<file path="config.mk">
export PLATFORM = sky130hd
export DESIGN_NAME = secded_codec
export DESIGN_NICKNAME = d
export VERILOG_FILES = /design/src/rtl/secded_pkg.sv /design/src/rtl/secded_pos_tab.sv /design/src/rtl/secded_enc.sv /design/src/rtl/secded_dec.sv /design/src/rtl/secded_sticky.sv /design/src/rtl/secded_codec.sv
export SDC_FILE = /design/constraint.sdc
export NUM_CORES = 1
export LEC_CHECK = 0
export BUFFER_PORTS_ARGS = -buffer_cell sky130_fd_sc_hd__buf_2
export CORE_ASPECT_RATIO = 1.4
export CORE_MARGIN = 2
export CORE_UTILIZATION = 55
export CTS_BUF_LIST = sky130_fd_sc_hd__clkbuf_8 sky130_fd_sc_hd__clkbuf_16
export CTS_CLUSTER_DIAMETER = 50
export DETAILED_ROUTE_END_ITERATION = 6
export PLACE_DENSITY = 0.75
export SETUP_SLACK_MARGIN = 0.2
export SYNTH_ARGS = -nofsm -noshare
export SYNTH_HDL_FRONTEND = slang
export SYNTH_HIERARCHICAL = 1
export SYNTH_SLANG_ARGS = --single-unit
export TNS_END_PERCENT = 20
</file>
<file path="constraint.sdc">
create_clock -name clk_i -period 4.2 [get_ports clk_i]
set_input_delay 0.84 -clock clk_i [delete_from_list [all_inputs] [get_ports clk_i]]
set_output_delay 0.84 -clock clk_i [all_outputs]
set_load 0.1 [all_outputs]
</file>
<file path="src/rtl/secded_pkg.sv">
package secded_pkg;
  // number of position-check bits for a data width
  function automatic int ham_bits(int dw);
    int k;
    k = 0;
    for (int i = 0; i < 16; i++)
      if ((1 << k) < dw + k + 1) k++;
    return k;
  endfunction

  // Hamming position of data bit d: the d-th non-power-of-two from 3
  function automatic int data_pos(int d);
    int n;
    int p;
    n = 0;
    p = 0;
    for (int i = 3; i < 256; i++) begin
      if (((i & (i - 1)) != 0) && (p == 0)) begin
        if (n == d) p = i;
        n++;
      end
    end
    return p;
  endfunction
endpackage

</file>
<file path="src/rtl/secded_pos_tab.sv">
module secded_pos_tab #(
  parameter int DATA_W = 32,
  parameter int HAM_W  = secded_pkg::ham_bits(DATA_W)
) (
  output logic [DATA_W-1:0][HAM_W-1:0] pos_o
);
  for (genvar g = 0; g < DATA_W; g++) begin : g_pos
    localparam int P = secded_pkg::data_pos(g);
    assign pos_o[g] = HAM_W'(P);
  end
endmodule

</file>
<file path="src/rtl/secded_enc.sv">
module secded_enc #(
  parameter int DATA_W = 32,
  parameter int HAM_W  = secded_pkg::ham_bits(DATA_W),
  parameter logic [HAM_W-1:0] INV_MASK = HAM_W'(3),
  localparam int CW_W  = DATA_W + HAM_W + 1
) (
  input  logic [DATA_W-1:0][HAM_W-1:0] pos_i,
  input  logic [DATA_W-1:0]            data_i,
  output logic [CW_W-1:0]              code_o
);
  logic [HAM_W-1:0] ham;
  logic             par;

  always_comb begin
    ham = '0;
    for (int d = 0; d < DATA_W; d++)
      for (int k = 0; k < HAM_W; k++)
        if (pos_i[d][k]) ham[k] = ham[k] ^ data_i[d];
    par    = (^data_i) ^ (^ham);
    // inverted check bits keep all-0 / all-1 off the code
    code_o = {par, ham ^ INV_MASK, data_i};
  end
endmodule

</file>
<file path="src/rtl/secded_dec.sv">
module secded_dec #(
  parameter int DATA_W = 32,
  parameter int HAM_W  = secded_pkg::ham_bits(DATA_W),
  parameter logic [HAM_W-1:0] INV_MASK = HAM_W'(3),
  localparam int CW_W  = DATA_W + HAM_W + 1,
  localparam int MAX_POS = DATA_W + HAM_W
) (
  input  logic [DATA_W-1:0][HAM_W-1:0] pos_i,
  input  logic [CW_W-1:0]              code_i,
  output logic [DATA_W-1:0]            data_o,
  output logic                         ce_o,
  output logic                         ue_o,
  output logic                         stuck_o
);
  localparam logic [HAM_W-1:0] MAX_POS_V = HAM_W'(MAX_POS);

  logic [DATA_W-1:0] raw_d;
  logic [HAM_W-1:0]  raw_h;
  logic [HAM_W-1:0]  syn;
  logic              odd;
  logic              single;
  logic              dbl;
  logic              bad_syn;

  always_comb begin
    raw_d = code_i[DATA_W-1:0];
    raw_h = code_i[DATA_W +: HAM_W] ^ INV_MASK;
    syn   = raw_h;
    for (int d = 0; d < DATA_W; d++)
      for (int k = 0; k < HAM_W; k++)
        if (pos_i[d][k]) syn[k] = syn[k] ^ raw_d[d];
    odd     = (^raw_d) ^ (^raw_h) ^ code_i[CW_W-1];
    bad_syn = syn > MAX_POS_V;
    single  = odd && !bad_syn;
    dbl     = !odd && (syn != '0);
    stuck_o = (code_i == '0) || (&code_i);
    for (int d = 0; d < DATA_W; d++)
      data_o[d] = raw_d[d] ^ (single && (syn == pos_i[d]));
    ce_o = single && !stuck_o;
    ue_o = stuck_o || dbl || (odd && bad_syn);
  end
endmodule

</file>
<file path="src/rtl/secded_sticky.sv">
module secded_sticky (
  input  logic clk_i,
  input  logic rst_ni,
  input  logic set_i,
  input  logic clr_i,
  output logic flag_o
);
  always_ff @(posedge clk_i or negedge rst_ni) begin
    if (!rst_ni)    flag_o <= 1'b0;
    else if (set_i) flag_o <= 1'b1;  // set beats clear
    else if (clr_i) flag_o <= 1'b0;
  end
endmodule

</file>
<file path="src/rtl/secded_codec.sv">
module secded_codec #(
  parameter int DATA_W = 32,
  parameter int HAM_W  = secded_pkg::ham_bits(DATA_W),
  parameter logic [HAM_W-1:0] INV_MASK = HAM_W'(3),
  localparam int CW_W  = DATA_W + HAM_W + 1
) (
  input  logic              clk_i,
  input  logic              rst_ni,
  input  logic [DATA_W-1:0] enc_data_i,
  output logic [CW_W-1:0]   enc_code_o,
  input  logic [CW_W-1:0]   dec_code_i,
  input  logic              dec_valid_i,
  output logic [DATA_W-1:0] dec_data_o,
  output logic              dec_ce_o,
  output logic              dec_ue_o,
  output logic              dec_stuck_o,
  input  logic              err_clr_i,
  output logic              err_sticky_o
);
  logic [DATA_W-1:0][HAM_W-1:0] pos;

  secded_pos_tab #(.DATA_W(DATA_W), .HAM_W(HAM_W)) u_pos (.pos_o(pos));

  secded_enc #(.DATA_W(DATA_W), .HAM_W(HAM_W), .INV_MASK(INV_MASK)) u_enc (
    .pos_i (pos),
    .data_i(enc_data_i),
    .code_o(enc_code_o)
  );

  secded_dec #(.DATA_W(DATA_W), .HAM_W(HAM_W), .INV_MASK(INV_MASK)) u_dec (
    .pos_i  (pos),
    .code_i (dec_code_i),
    .data_o (dec_data_o),
    .ce_o   (dec_ce_o),
    .ue_o   (dec_ue_o),
    .stuck_o(dec_stuck_o)
  );

  secded_sticky u_sticky (
    .clk_i (clk_i),
    .rst_ni(rst_ni),
    .set_i (dec_valid_i && dec_ue_o),
    .clr_i (err_clr_i),
    .flag_o(err_sticky_o)
  );
endmodule

</file>
# Word level (Yosys, flattened, before mapping)
# Index checks and enable logic that the tools add are counted.
word_totals:
  ff_bits: 1
  inputBits: 75
op_classes:
  bitwise_logic: 211
  reduce_logical: 51
  mux: 2
  order_cmp: 1
  eq_ne: 32
op_table:
  columns: ["cell", "count"]
  rows:
  - ["$xor A1 B1 Y1", 209]
  - ["$eq A6 B5 Y1 const B", 15]
  - ["$reduce_xor A32 Y1", 2]
  - ["$eq A6 B4 Y1 const B", 7]
  - ["$logic_not A39 Y1", 1]
  - ["$reduce_and A39 Y1", 1]
  - ["$logic_and A1 B1 Y1", 37]
  - ["$eq A6 B6 Y1 const B", 6]
  - ["$eq A6 B3 Y1 const B", 3]
  - ["$reduce_xor A6 Y1", 2]
  - ["$eq A6 B2 Y1 const B", 1]
  - ["$gt A6 B6 Y1 const B", 1]
  - ["$reduce_bool A6 Y1", 1]
  - ["$not A2 Y2", 2]
  - ["$logic_not A1 Y1", 3]
  - ["$logic_or A1 B1 Y1", 3]
  - ["$mux W1", 2]
  - ["$reduce_bool A2 Y1", 1]

# Depth between registers and ports, before layout
# Gate-level depths: netlist (run 1).
logic_depth:
  word_depth: 25
  depth_mapped: 14
  ltp_nobuf: 12

# Hierarchy
# Netlist (run 1), hierarchy kept.
by_module_without_submodules:
  columns: ["mod", "seq_area_each_um2", "instances", "area_each_um2", "cells_each"]
  rows:
  - ["secded_dec", 0.0, 1, 6638.9, 963]
  - ["secded_enc", 0.0, 1, 3475.8, 478]
  - ["secded_pos_tab", 0.0, 1, 1448.9, 194]
  - ["secded_sticky", 25.0, 1, 36.3, 3]
  - ["secded_codec", 0.0, 1, 6.3, 1]

# Least setup slack after synthesis (run 1)
# OpenSTA, ideal clock, no wires.
synth_timing:
  kind: "input to output"
  start: "input port dec_code_i[19]"
  end: "output port dec_data_o[31]"
  required_time_ps: 3360
  setup_slack_ps: -2669
  path_buffers: 1
  path_stages: 11
  t_arrival_ps: 6029
  path_cell_list: "nand2_1 -> xnor2_1 -> xnor2_1 -> xnor2_1 -> xnor2_1 -> xor3_1 -> buf_2 -> a311oi_2 -> o21bai_2 -> or3_1 -> o41ai_1"
synth_between:
  elab_chain_cells: 12
  elab_cells_between_ends: 30
  cone_classes: "order compare (1); eq/ne (1); bitwise (24); reduce/logical (4)"
synth_rtl:
  columns: ["item", "line_no", "source"]
  rows:
  - ["start, declared", "secded_codec.sv:11", "input logic [CW_W-1:0] dec_code_i,"]
  - ["$xor A1 B1 Y1 (7 in a row)", "secded_dec.sv:31", "if (pos_i[d][k]) syn[k] = syn[k] ^ raw_d[d];"]
  - ["$gt A6 B6 Y1", "secded_dec.sv:33", "bad_syn = syn > MAX_POS_V;"]
  - ["$logic_not A1 Y1", "secded_dec.sv:34", "single = odd && !bad_syn;"]
  - ["$logic_and A1 B1 Y1", "secded_dec.sv:34", null]
  - ["$logic_and A1 B1 Y1 (*)", "secded_dec.sv:38", "data_o[d] = raw_d[d] ^ (single && (syn == pos_i[d]));"]
  - ["$xor A1 B1 Y1 (*)", "secded_dec.sv:38", null]
  - ["end, declared", "secded_codec.sv:13", "output logic [DATA_W-1:0] dec_data_o,"]
# Mark *: on every way between the ends. The rest lies on a longest branch, timed or not.

# Worst setup path after layout (run 1)
layout_timing:
  start: "input port dec_code_i[17]"
  end: "output port dec_data_o[18]"
layout_between:
  elab_chain_cells: 14
  elab_cells_between_ends: 42
  cone_classes: "order compare (1); eq/ne (1); bitwise (36); reduce/logical (4)"
layout_rtl:
  columns: ["item", "line_no"]
  rows:
  - ["$xor A1 B1 Y1 (9 in a row)", "secded_dec.sv:31"]
  - ["$gt A6 B6 Y1", "secded_dec.sv:33"]
  - ["$logic_not A1 Y1", "secded_dec.sv:34"]
  - ["$logic_and A1 B1 Y1", "secded_dec.sv:34"]
  - ["$logic_and A1 B1 Y1 (*)", "secded_dec.sv:38"]
  - ["$xor A1 B1 Y1 (*)", "secded_dec.sv:38"]
# Marked as above.

==> results of run 1 <==
metrics by stage:
step / area, um^2 / setup slack [ns]
finish: 15400 / -0.5885
global route: 15400 / -0.6454
CTS: 15210 / -0.4649
detailed placement: 13890 / -0.9388
global placement: 13890 / -0.8442
floorplan: 12820 / -0.4843
cell type report:
| class | instances | area [um^2] |
|---|---|---|
| multi-input cells | 1490 | 11450 |
| fillers | 1684 | 5235 |
| repair buffers | 381 | 3447 |
| well taps | 256 | 320.3 |
| inverters | 43 | 161.4 |
| flip-flops and latches | 1 | 25.02 |
synthesized netlist by cell type, drive strengths merged (30+ instances only):
cell,n
o21ai,32
o211ai,30
ha,38
xor2,132
inv,43
nor4,31
a21oi,31
nand3,31
xnor2,482
nand2,418
nor3,32
buf,271
worst max path at each step:
| stage | end | slack, ns | cells past startpoint |
|---|---|---|---|
| after global routing | dec_data_o[12] | -0.65 | 16 |
| after CTS | dec_data_o[6] | -0.46 | 17 |
| after floorplan | dec_data_o[31] | -0.48 | 11 |
| after detailed placement | dec_data_o[22] | -0.94 | 14 |
| final | dec_data_o[18] | -0.59 | 15 |
| after global placement | dec_data_o[12] | -0.84 | 14 |
layer usage:
metal	up-vias	GRT usage	wire length [um]
met4	0	0.4144	6455
met5	-	0	0
met2	838	0.7932	24590
met1	5452	0.5302	17920
li1	5291	-	-
met3	277	0.06732	5177
what timing repair did:
item / in CTS / in global routing
setup buffers: 27 / 3
hold endpoints to repair: 0 / 0
endpoints found under the setup margin: 36 / 36
gates cloned: 5 / 0
resized for setup: 173 / 27
pin swaps: 104 / 29
cell families (layout without fill, tap and decap cells):
family,count (synthesis),after routing
XOR/XNOR,622,622
AND/OR/NAND/NOR,531,531
buffers and inverters,339,424
AO/OA/AOI/OAI,105,106
adder cells (fa/ha/maj),38,38
other,2,192
multiplexers,1,1
flip-flops,1,1
==> qor.csv, run 1 <==
stage;metric;value;unit
outcome;status;finished with violations;
outcome;failing checks;negative setup slack;
die;chip height;175.9;um
timing;slew at the pin with the worst max-slew slack;0.5242;ns
critical_path;Setup crit start kind;input port;
place;Post-Place Cells;2136;
finish;commonest non-fill, non-tap cell in the layout;xnor2_1;
timing;Max Slew Vio Count;0;
die;die area;0.02230;mm^2
critical_path;R2R cell count;1;
min_path;worst hold path endpoint;u_sticky/flag_o;
critical_path;capturing point of the worst reg2reg path;u_sticky/flag_o;
finish;max reg flops;1;
place;GP Congestion;1.145;
global_routing;global-route wire length before repair;76.67;mm
synthesis;Synth Area per Inst;7.081;um^2
routing;drt total wl;54.14;mm
finish;Top Registers;u_sticky/flag_o: 1 flops;
critical_path;worst r2r src;u_sticky/flag_o;
place;HPWL after detailed placement;44.56;mm
finish;Antenna Cells;0;
critical_path;r2r setup slk;3.56;ns
critical_path;Worst Path Required;3.36;ns
finish;fin nets;2030;
die;die extent in x;126.8;um
synthesis;Synth Warn #;6;
synthesis;share of Yosys cell area claimed by the top area cell type;0.3524;
global_routing;antenna violations before repair;0;
die;core area;0.02063;mm^2
timing;final hold violations;0;
finish;Top reg by flops;u_sticky/flag_o;
synthesis;top cell type by total area after synthesis;xnor2_1;
timing;Setup violations, final;34;
synthesis;complex-gate fraction of the synthesized area;0.05606;
synthesis;Synth Area in Adders;0.04097;
min_path;Hold Path Class;reg -> reg;
timing;f_max;208.8;MHz
timing;min cycle time layout;4.788;ns
critical_path;slowest CP cell;xnor3_2;
timing;worst hold slack;0.4684;ns
job;Max-Cap Viols;0;
routing;via count;11860;
critical_path;kind of critical path;in -> out;
routing;drt via density;5.462;
timing;Worst slew margin;0.6480;
critical_path;buffer and inverter count on the worst path;5;
timing;skew final;0;ns
synthesis;cell area after synthesis;0.01161;mm^2
timing;unrepaired setup endpoints after global routing;true;
global_routing;grt ovf;0;
place;port bufs;149;
die;Ports;150;
synthesis;mux contribution to synthesized area;0.0009702;
finish;share of cells above drive strength 1;0.3196;
clock_tree;Clock Pin Slew Worst Setup and Hold Paths;0;ns
synthesis;sequential element share of the synthesized area;0.002156;
min_path;Hold Startpoint;u_sticky/flag_o;
synthesis;post-synthesis register bit count;1;
synthesis;Synth cell types;40;
critical_path;Arrival @ worst endpoint;3.95;ns
min_path;Hold Path Cell Cnt;1;
critical_path;Critical Path Sink Type;primary output;
routing;wire per inst;24.94;um
global_routing;Total GRT Usage;0.4768;
global_routing;vias in the first global route;11890;
clock_tree;Skew-Pair Late Insertion Delay;0;ns
timing;setup TNS;-16.68;ns
synthesis;simple-gate portion of the synthesized area;0.2094;
routing;1st-iter DRT viols;1227;
routing;DRT Pass-1 Iters;5;
global_routing;largest net degree at the start of global routing;24;
die;cell row count;62;
clock_tree;CTS Hold Bufs;0;
synthesis;asr flop ratio synth;1.000;
synthesis;Top FF cell, synth;dfrtp_1;
critical_path;max incr delay on CP;0.46;ns
timing;setup ws final;-0.5885;ns
synthesis;EDFF count, synth;0;
finish;post-route insts no fill;2171;
die;starting density of the core;0.5625;
synthesis;top post-synthesis cells by area;xnor2_1 35%, buf_4 16%, nand2_1 12%, xor2_1 9.8%, ha_1 4.1%;
critical_path;crit-path leading delay family;XOR/XNOR gates;
timing;Final Cycle Share;1.140;
synthesis;combinational family with the most area after synthesis;XOR/XNOR gates;
critical_path;Worst setup startpoint;dec_code_i[17];
critical_path;worst-path fanout max;6;
finish;Layout Utilization;0.7463;
critical_path;cell chain of the critical path;buf_6 > buf_6 > nand2_4 > xnor2_4 > xnor2_2 > xnor2_2 > xnor2_2 > xnor3_2 > a311oi_4 > o21bai_4 > buf_6 > buf_12 > nor4_4 > xnor2_4 > buf_12;
synthesis;post-synthesis xor/xnor area fraction;0.4901;
synthesis;Post-Synthesis Cells;1639;
finish;most frequent cells in the layout;392 x xnor2_1, 347 x nand2_1, 199 x buf_4;
routing;antenna-violating nets left;0;
routing;Remaining DRCs;0;
finish;Area growth, synth to finish;32.69;%
Power of run 1 is not shown: default switching activity piles up to over one toggle a cycle in this logic, so the estimate is an artifact.
==> inputs of run 2 (changes only) <==
--- a/config.mk
+++ b/config.mk
@@ -12,6 +12,7 @@
 export CTS_BUF_LIST = sky130_fd_sc_hd__clkbuf_8 sky130_fd_sc_hd__clkbuf_16
 export CTS_CLUSTER_DIAMETER = 50
 export DETAILED_ROUTE_END_ITERATION = 6
+export MAX_ROUTING_LAYER = met4
 export PLACE_DENSITY = 0.75
 export SETUP_SLACK_MARGIN = 0.2
 export SYNTH_ARGS = -nofsm -noshare
==> run 2 against run 1 <==
Against the previous run:
- the run still ends with negative setup slack left
- utilization is 1.2 points higher
- cell count hardly changed
- clock skew stayed put
==> qor.csv, run 2 (synthesis gave the netlist of run 1 again) <==
stage;metric;value;unit;change
global_routing;Total GRT Usage;0.4813;;+0.004455
timing;Max Slew Vio Count;0;;unchanged
timing;min cycle time layout;4.781;ns;-0.007600 ns
finish;fin nets;2028;;-0.099%
timing;setup ws final;-0.5809;ns;+0.007600 ns
place;GP Congestion;1.144;;about the same
routing;drt total wl;53.32;mm;-1.5%
global_routing;vias in the first global route;11600;;-2.4%
finish;max reg flops;1;;unchanged
timing;Final Cycle Share;1.138;;-0.001810
finish;commonest non-fill, non-tap cell in the layout;xnor2_1;;
outcome;failing checks;negative setup slack;;
clock_tree;Skew-Pair Late Insertion Delay;0;ns;unchanged
global_routing;grt ovf;0;;unchanged
routing;DRT Pass-1 Iters;7;;+2
timing;final hold violations;0;;unchanged
die;starting density of the core;0.5625;;unchanged
timing;slew at the pin with the worst max-slew slack;0.5632;ns;+0.03905 ns
clock_tree;CTS Hold Bufs;0;;unchanged
die;Ports;150;;unchanged
critical_path;Worst Path Required;3.36;ns;about the same
routing;wire per inst;24.57;um;-1.5%
die;chip height;175.9;um;unchanged
place;HPWL after detailed placement;43.85;mm;-1.6%
finish;Area growth, synth to finish;34.78;%;
place;port bufs;149;;unchanged
die;die extent in x;126.8;um;unchanged
critical_path;worst-path fanout max;3;;-3
routing;via count;11880;;+0.16%
place;Post-DP Area;0.01396;mm^2;+0.56%
critical_path;Arrival @ worst endpoint;3.94;ns;about the same
job;Max-Cap Viols;0;;unchanged
timing;Setup violations, final;34;;unchanged
die;die area;0.02230;mm^2;unchanged
timing;Worst slew margin;0.6245;;-0.02352
routing;Remaining DRCs;0;;unchanged
routing;antenna-violating nets left;0;;unchanged
routing;drt via density;5.473;;+0.21%
outcome;status;finished with violations;;
global_routing;largest net degree at the start of global routing;34;;+42%
timing;unrepaired setup endpoints after global routing;true;;
critical_path;Critical Path Sink Type;primary output;;
global_routing;global-route wire length before repair;75.54;mm;-1.5%
finish;post-route cell area;0.01564;mm^2;+1.6%
routing;1st-iter DRT viols;1250;;+1.9%
critical_path;Setup crit start kind;input port;;
timing;skew final;0;ns;unchanged
finish;share of cells above drive strength 1;0.3272;;+0.007652
min_path;Hold Path Class;reg -> reg;;
clock_tree;Clock Pin Slew Worst Setup and Hold Paths;0;ns;unchanged
finish;most frequent cells in the layout;378 x xnor2_1, 346 x nand2_1, 193 x buf_4;;
finish;Top reg by flops;u_sticky/flag_o;;
die;core area;0.02063;mm^2;unchanged
finish;Top Registers;u_sticky/flag_o: 1 flops;;
timing;f_max;209.2;MHz;+0.16%
die;cell row count;62;;unchanged
critical_path;kind of critical path;in -> out;;
global_routing;antenna violations before repair;1;;+1
==> run 2: changes by cell type in the layout (fill, tap and decap cells not counted), sizes merged <==
cell | before | now
buf | 377 | 373
o21bai | 2 | 1
bufbuf | 3 | 1
clkbuf | 1 | 6
diode | 0 | 1
==> run 2: per-layer routing <==
layer / global-route usage / wire length (um) / vias up
met3: 0.05848 / 4853 / 270
met5: - / 0 / -
met1: 0.5360 / 18130 / 5510
li1: - / - / 5297
met4: 0.3846 / 5968 / 0
met2: 0.7750 / 24370 / 800
==> run 2: path summary, 6_finish.rpt <==
path	startpoint	to	slack (ns)	cells past startpoint
setup / recovery	dec_code_i[30]	dec_data_o[31]	-0.58	14
setup reg to reg	u_sticky/flag_o	u_sticky/flag_o	3.56	1
min in group asynchronous	rst_ni	u_sticky/flag_o	0.62	1
hold reg to reg	u_sticky/flag_o	u_sticky/flag_o	0.46	1
max in group asynchronous	rst_ni	u_sticky/flag_o	3.49	1
hold / removal	u_sticky/flag_o	u_sticky/flag_o	0.46	1
==> run 2: area by class of cell <==
| class | count | area [um^2] |
|---|---|---|
| multi-input combinational | 1489 | 11640 |
| fill | 1618 | 4992 |
| timing repair buffer | 380 | 3488 |
| tap | 256 | 320.3 |
| inverter | 43 | 161.4 |
| sequential | 1 | 25.02 |
| antenna | 1 | 2.502 |
==> run 2: metrics by stage <==
step | hold slack [ns] | setup slack (ns) | setup TNS (ns) | std cells | util
2_1_floorplan | 0.5444 | -0.4843 | -9.636 | 1829 | -
3_3_place_gp | 0.4554 | -0.8474 | -25.18 | 2141 | 0.6768
3_5_place_dp | 0.4635 | -0.7981 | -23.30 | 2141 | 0.6768
4_1_cts | 0.4635 | -0.5178 | -13.79 | 2161 | 0.7398
5_1_grt | 0.4912 | -0.6398 | -17.67 | 2170 | 0.7581
6_report | 0.4605 | -0.5809 | -15.41 | 2170 | 0.7581
==> run 2: what timing repair did <==
| item | 4_1_cts | 5_1_grt |
|---|---|---|
| setup buffers | 15 | 8 |
| cloned | 5 | 0 |
| endpoints found under the setup margin | 36 | 36 |
| resized for setup | 180 | 64 |
| pin swaps | 89 | 43 |
==> run 2: worst max-delay path: stages <==
cell       delay, ns
buf_2           0.13
buf_4           0.14
buf_4           0.13
nand2_1         0.06
xor2_1          0.08
xnor2_1         0.29
xnor2_1         0.19
xnor2_2         0.30
xor2_1          0.14
o41ai_2         0.41
o2111ai_2       0.26
or3_4           0.44
o41ai_4         0.30
buf_12          0.22
